`config.mk`:
```
export PLATFORM = sky130hd
export DESIGN_NAME = wdog_timer
export DESIGN_NICKNAME = d
export VERILOG_FILES = /design/src/rtl/wdog_pkg.sv /design/src/rtl/wdog_regs.sv /design/src/rtl/wdog_counter.sv /design/src/rtl/wdog_timeout.sv /design/src/rtl/wdog_timer.sv
export SDC_FILE = /design/constraint.sdc
export NUM_CORES = 1
export LEC_CHECK = 0
export ABC_AREA = 0
export BUFFER_PORTS_ARGS = -buffer_cell sky130_fd_sc_hd__buf_2
export CAP_MARGIN = 20
export CORE_ASPECT_RATIO = 1.5
export CORE_MARGIN = 10
export CORE_UTILIZATION = 54
export DETAILED_ROUTE_END_ITERATION = 7
export PLACE_DENSITY = 0.8
export SYNTH_ARGS = -nofsm -noshare
export SYNTH_HDL_FRONTEND = slang
export SYNTH_SLANG_ARGS = --single-unit
export TNS_END_PERCENT = 50
```
`constraint.sdc`:
```
create_clock -name clk -period 2.7 [get_ports clk]
set_clock_uncertainty 0.05 [all_clocks]
set_input_delay 0.54 -clock clk [delete_from_list [all_inputs] [get_ports clk]]
set_output_delay 0.54 -clock clk [all_outputs]
set_load 0.05 [all_outputs]
```
`src/rtl/wdog_pkg.sv`:
```
// Package wdog_pkg
// Shared register offsets, bit positions and the command bundle that
// passes from the register decoder to the counter.
package wdog_pkg;

    localparam int ADDR_W    = 2;
    localparam int DATA_W    = 16;

    localparam logic [ADDR_W-1:0] OFF_STATUS = 2'd0;
    localparam logic [ADDR_W-1:0] OFF_CTRL   = 2'd1;
    localparam logic [ADDR_W-1:0] OFF_PER_LO = 2'd2;
    localparam logic [ADDR_W-1:0] OFF_PER_HI = 2'd3;

    localparam int NUM_PER_REGS = 2;

    localparam int BIT_TO    = 0;
    localparam int BIT_RUN   = 1;
    localparam int BIT_START = 2;
    localparam int BIT_STOP  = 3;

    typedef struct packed {
        logic start;
        logic kick;
    } wdog_cmd_t;

endpackage

```
`src/rtl/wdog_regs.sv`:
```
// Module wdog_regs
// Decodes bus writes into start and kick commands and builds read data.
// Assumes single-cycle write and read strobes. Read data is combinational.
// The STOP bit and all other write data bits are deliberately ignored.
module wdog_regs
    import wdog_pkg::*;
#(
    parameter int unsigned PERIOD = 1000
) (
    input  logic [ADDR_W-1:0] address,
    input  logic              write,
    input  logic [DATA_W-1:0] writedata,
    input  logic              read,
    input  logic              run,
    input  logic              to_flag,
    output wdog_cmd_t         cmd,
    output logic [DATA_W-1:0] readdata
);

    localparam logic [63:0]       PERIOD_W = 64'(PERIOD);
    localparam logic [DATA_W-1:0] PER_LO   = PERIOD_W[DATA_W-1:0];
    localparam logic [DATA_W-1:0] PER_HI   = PERIOD_W[2*DATA_W-1:DATA_W];

    logic [NUM_PER_REGS-1:0] per_hit;
    logic                    wdata_unused;

    // Per-offset hit detection for the period registers, which all act as kicks.
    for (genvar g = 0; g < NUM_PER_REGS; g++) begin : g_per_hit
        localparam logic [ADDR_W-1:0] OFF = OFF_PER_LO + ADDR_W'(g);
        assign per_hit[g] = write && (address == OFF);
    end

    // Reduction of the write data bits that carry no function.
    assign wdata_unused = ^{writedata[DATA_W-1:BIT_START+1], writedata[BIT_START-1:0]};

    // Command decode: start from the control register, kick from any period register.
    always_comb begin
        cmd.start = write && (address == OFF_CTRL) && writedata[BIT_START];
        cmd.kick  = |per_hit;
    end

    // Read multiplexer; control reads as zero and period registers show the fixed value.
    always_comb begin
        readdata = '0;
        if (read) begin
            unique case (address)
                OFF_STATUS: begin
                    readdata[BIT_TO]  = to_flag;
                    readdata[BIT_RUN] = run;
                end
                OFF_CTRL:   readdata = '0;
                OFF_PER_LO: readdata = PER_LO;
                OFF_PER_HI: readdata = PER_HI;
                default:    readdata = '0;
            endcase
        end
    end

endmodule

```
`src/rtl/wdog_counter.sv`:
```
// Module wdog_counter
// Holds the arm latch and the down-counter. Reset loads PERIOD-1 and
// disarms. Start arms once and loads. Kicks reload only while armed.
// zero_hit flags an expiry that no kick rescued in the same cycle.
// Assumes PERIOD >= 2 and that PERIOD-1 fits in CNT_W bits.
module wdog_counter
    import wdog_pkg::*;
#(
    parameter int unsigned PERIOD = 1000,
    parameter int          CNT_W  = 32
) (
    input  logic             clk,
    input  logic             rst_n,
    input  wdog_cmd_t        cmd,
    output logic             armed,
    output logic [CNT_W-1:0] cnt,
    output logic             zero_hit
);

    localparam logic [CNT_W-1:0] RELOAD = CNT_W'(PERIOD - 1);

    logic cnt_zero;

    assign cnt_zero = (cnt == '0);

    // Arm latch: set by start, cleared only by reset.
    always_ff @(posedge clk) begin
        if (!rst_n)         armed <= 1'b0;
        else if (cmd.start) armed <= 1'b1;
    end

    // Down-counter: load on first start or kick, otherwise count while armed.
    always_ff @(posedge clk) begin
        if (!rst_n) begin
            cnt <= RELOAD;
        end else if (!armed) begin
            if (cmd.start) cnt <= RELOAD;
        end else if (cmd.kick) begin
            cnt <= RELOAD;
        end else if (!cnt_zero) begin
            cnt <= cnt - 1'b1;
        end
    end

    // Expiry: the armed count is zero and no kick arrives in the same cycle.
    assign zero_hit = armed && cnt_zero && !cmd.kick;

endmodule

```
`src/rtl/wdog_timeout.sv`:
```
// Module wdog_timeout
// Turns an expiry into the sticky reset request and the timeout flag.
// Both stay set until reset. Assumes the request is looped back to rst_n.
module wdog_timeout (
    input  logic clk,
    input  logic rst_n,
    input  logic zero_hit,
    output logic rst_req,
    output logic to_flag
);

    // Reset request: set on expiry, held until reset.
    always_ff @(posedge clk) begin
        if (!rst_n)        rst_req <= 1'b0;
        else if (zero_hit) rst_req <= 1'b1;
    end

    // Timeout flag for the status register: same life cycle as the request.
    always_ff @(posedge clk) begin
        if (!rst_n)        to_flag <= 1'b0;
        else if (zero_hit) to_flag <= 1'b1;
    end

endmodule

```
`src/rtl/wdog_timer.sv`:
```
// Module wdog_timer (top)
// Memory-mapped watchdog. Connects the register decoder, the counter and
// the timeout stage. Synchronous active-low reset. The integrator loops
// rst_req back, inverted, into rst_n.
module wdog_timer
    import wdog_pkg::*;
#(
    parameter int unsigned PERIOD = 1000,
    parameter int          CNT_W  = 32
) (
    input  logic              clk,
    input  logic              rst_n,
    input  logic [1:0]        address,
    input  logic              write,
    input  logic [15:0]       writedata,
    input  logic              read,
    output logic [15:0]       readdata,
    output logic              rst_req
);

    wdog_cmd_t        cmd;
    logic             armed;
    logic [CNT_W-1:0] cnt;
    logic             zero_hit;
    logic             to_flag;

    // Bus decode and read data.
    wdog_regs #(
        .PERIOD (PERIOD)
    ) u_regs (
        .address   (address),
        .write     (write),
        .writedata (writedata),
        .read      (read),
        .run       (armed),
        .to_flag   (to_flag),
        .cmd       (cmd),
        .readdata  (readdata)
    );

    // Arm latch and countdown.
    wdog_counter #(
        .PERIOD (PERIOD),
        .CNT_W  (CNT_W)
    ) u_counter (
        .clk      (clk),
        .rst_n    (rst_n),
        .cmd      (cmd),
        .armed    (armed),
        .cnt      (cnt),
        .zero_hit (zero_hit)
    );

    // Sticky reset request and timeout flag.
    wdog_timeout u_timeout (
        .clk      (clk),
        .rst_n    (rst_n),
        .zero_hit (zero_hit),
        .rst_req  (rst_req),
        .to_flag  (to_flag)
    );

endmodule

```
==> impl_metrics.csv <==
group,metric,value,unit
outcome,status,"finished clean",
sta,setup_viol,0,
worst_setup_path,cp-start-kind,"register",
sta,timing.fmax,0.389,GHz
power_and_ir_drop,fin_total_pwr,1.03,mW
logic_synthesis,synth_top_family_by_area,"simple AND/OR/NAND/NOR gates",
power_and_ir_drop,ir_drop,0.392,mV
cts,cts_buffers,5,
cts,clk_path_buf_depth,2,
grt,grt_pass1_vias,1795,
cells_and_area,num_antenna_cells,0,
floorplan,core,0.00322,mm2
logic_synthesis,netlist_area,0.00184,mm2
sta,fin_tns_setup,0,ps
worst_setup_path,rrSetupSlack,130,ps
grt,grt_pass1_wl,7.80,mm
worst_setup_path,reg2reg_from,"u_counter.cnt[8]",
power_and_ir_drop,seq_power_share,49.1,%
logic_synthesis,synth_seq_cells,34,
logic_synthesis,ys_types,39,
power_and_ir_drop,power_switching,0.251,mW
drt,drt_iter0_drc,77,
place,dpl.hpwl,3.25,mm
power_and_ir_drop,p_int,0.778,mW
power_and_ir_drop,pwr-share-clk,42.5,%
worst_hold_path,hp-class,"register to register",
logic_synthesis,synth_mux_area_share,0.543,%
grt,overflow,0,
cells_and_area,fillers,288,
cts,cts_htree_levels,2,
cts,ctsHoldBuffers,0,
logic_synthesis,ys_warn_count,0,
sta,slew_viol_final,0,
sta,hold_violations,0,
drt,drc,0,
logic_synthesis,synth_seq_area_share,37.0,%
worst_hold_path,hold_start,"u_counter.cnt[17]",
sta,min_period,2570,ps
worst_setup_path,path_max_fanout,8,
cells_and_area,drive_gt1_share,19.8,%
logic_synthesis,syn_area_per_cell,8.30,um2
power_and_ir_drop,p_leak,0.820,nW
logic_synthesis,synth_most_common_cell,"dfxtp_1",
worst_setup_path,worstRegToRegCells,5,
grt,grt_max_degree,28,
cells_and_area,post-route-util,65.3,%
logic_synthesis,yosys.area.top_type,"dfxtp_1",
floorplan,die_y,91.5,um
cells_and_area,fin_cells,287,
power_and_ir_drop,switching_share,24.4,%
logic_synthesis,yosys-top-cells-count,"dfxtp_1 (34), a21oi_1 (23), buf_4 (15), nor2_1 (15), or4_1 (15)",
logic_synthesis,synth_xor_area_share,0.476,%
logic_synthesis,synthSimpleGateAreaFrac,31.7,%
logic_synthesis,yosysTopAreaCellShare,37.0,%
drt,antenna_left,0,
cts,clock_sinks,34,
cts,ctsResizeCount,0,
sta,hold_ws,426,ps
worst_setup_path,worstSetupPathType,"register to register",
logic_synthesis,synth_compound_area_share,21.5,%
worst_setup_path,required,2870,ps
sta,period_share,95.1,%
flow_run,drv_cap,0,
worst_hold_path,hold_depth,2,
logic_synthesis,async_reset_ff_share,0,%
sta,rsz0062_at_grt,"no",
drt,drt-total-wl,4.33,mm
grt,antenna_found_initial,0,
cts,cts.clk_slew.worst_paths,70,ps
worst_setup_path,end_kind,"register",
grt,grt_usage,15.4,%
logic_synthesis,synth_edf_count,0,
logic_synthesis,synth_area_leaders,"dfxtp_1 (37%), a21oi_1 (6.3%), buf_4 (6.1%)",
cts,insertion_delay,290,ps
floorplan,rows,25,
drt,firstDrtPassIters,4,
drt,vias_per_cell,6.07,
worst_setup_path,cp_data_arrival_time,2740,ps
logic_synthesis,syn_inst,222,
worst_hold_path,hold_end,"u_counter.cnt[17]",
cells_and_area,fin_nets,269,
sta,fin_ws,132,ps
floorplan,ios,39,
cts,root_buffer,"clkbuf_8",
worst_setup_path,r2r_end,"u_counter.cnt[27]",
place,gp_congestion,0.816,
drt,vias,1741,
cells_and_area,area_growth,14.2,%
sta,tightest_slew,651,ps
floorplan,die_w,67.7,um
cells_and_area,final_cell_area,0.00210,mm2
power_and_ir_drop,p_per_area,489,mW/mm2
place,place_ws,94.6,ps
cts,post-cts-setup-buffers,0,
logic_synthesis,synth_ff_type,"dfxtp_1",
cts,tritoncts,"yes",
logic_synthesis,synth_fa_ha_area_share,0.679,%
drt,wl_per_cell,15.1,um
floorplan,start_util,57.2,%
sta,slew_headroom,56.4,%
power_and_ir_drop,combPwrFrac,8.4,%
place,io_buffer_count,15,
place,dp_cells,279,
place,postPlaceCellArea,0.00199,mm2
floorplan,die-area,0.00619,mm2
-- power groups by stage --
stage / clock network [mW] / registers, mW / logic (mW)
2_1_floorplan: 0 / 0.516 / 0.0747
3_3_place_gp: 0 / 0.516 / 0.0847
3_5_place_dp: 0 / 0.516 / 0.0861
4_1_cts: 0.452 / 0.504 / 0.0865
5_1_grt: 0.473 / 0.505 / 0.0933
6_report: 0.437 / 0.505 / 0.0868
-- critical path: stages, from the launching register on --
cell and delay [ps]:
dfxtp_1 350, or4_4 550, or4_4 560, a2111o_1 410, or4_1 430, a21oi_1 140
-- worst max path at each step --
| stage | start | end | slack, ps | depth (start not counted) |
|---|---|---|---|---|
| floorplan | read | readdata[1] | 40 | 1 |
| global placement | u_counter.cnt[8] | u_counter.cnt[27] | 140 | 5 |
| detailed placement | u_counter.cnt[8] | u_counter.cnt[27] | 90 | 5 |
| CTS | u_counter.cnt[8] | u_counter.cnt[27] | 70 | 5 |
| global route | u_counter.cnt[13] | u_counter.cnt[30] | 30 | 7 |
| finish | u_counter.cnt[8] | u_counter.cnt[27] | 130 | 5 |
-- cell families (layout without fill, tap and decap cells) --
logic type	Yosys count	count (layout)
AND/OR/NAND/NOR	97	97
multiplexers	1	1
buffers and inverters	24	42
XOR/XNOR	1	1
AO/OA/AOI/OAI	63	63
adder cells (fa/ha/maj)	1	1
flip-flops	34	34
other	1	8
-- final cells by class --
cell class,count,area (um2),area share (%)
Inverter,4,15.0,0.714
Timing Repair Buffer,30,200,9.52
Sequential cell,34,681,32.4
Multi-Input combinational cell,171,1050,49.8
Tap cell,40,50.0,2.38
Clock buffer,8,110,5.23
-- sequential cells by signal (all words and copies together), names as in the netlist --
| register | count |
|---|---|
| u_timeout.rst_req | 1 |
| u_counter.cnt | 32 |
| u_counter.armed | 1 |
-- layout by cell type (no fill, tap or decap), types with 5 or more instances in the layout --
| cell | n |
|---|---|
| buf_4 | 14 |
| conb_1 | 8 |
| buf_2 | 15 |
| dfxtp_1 | 34 |
| nand3_1 | 5 |
| nor4_1 | 6 |
| nor3_1 | 5 |
| or4_1 | 15 |
| nand2_1 | 14 |
| a21oi_1 | 23 |
| nand4_1 | 5 |
| o31ai_1 | 11 |
| nor2_1 | 15 |
| clkbuf_8 | 8 |
| or3_1 | 10 |
| o21ai_0 | 11 |
-- routing by layer --
| layer | track usage, % | share of wire, % | wire length, um | vias to the layer above |
|---|---|---|---|---|
| met5 | 0 | 0 | 0 | - |
| met4 | 7.04 | 2.2 | 96 | 0 |
| met3 | 3.57 | 3.6 | 157 | 7 |
| met2 | 28.0 | 54 | 2350 | 27 |
| met1 | 15.7 | 40 | 1730 | 818 |
| li1 | - | - | - | 889 |
No activity file was read; power rests on OpenSTA's default activity.
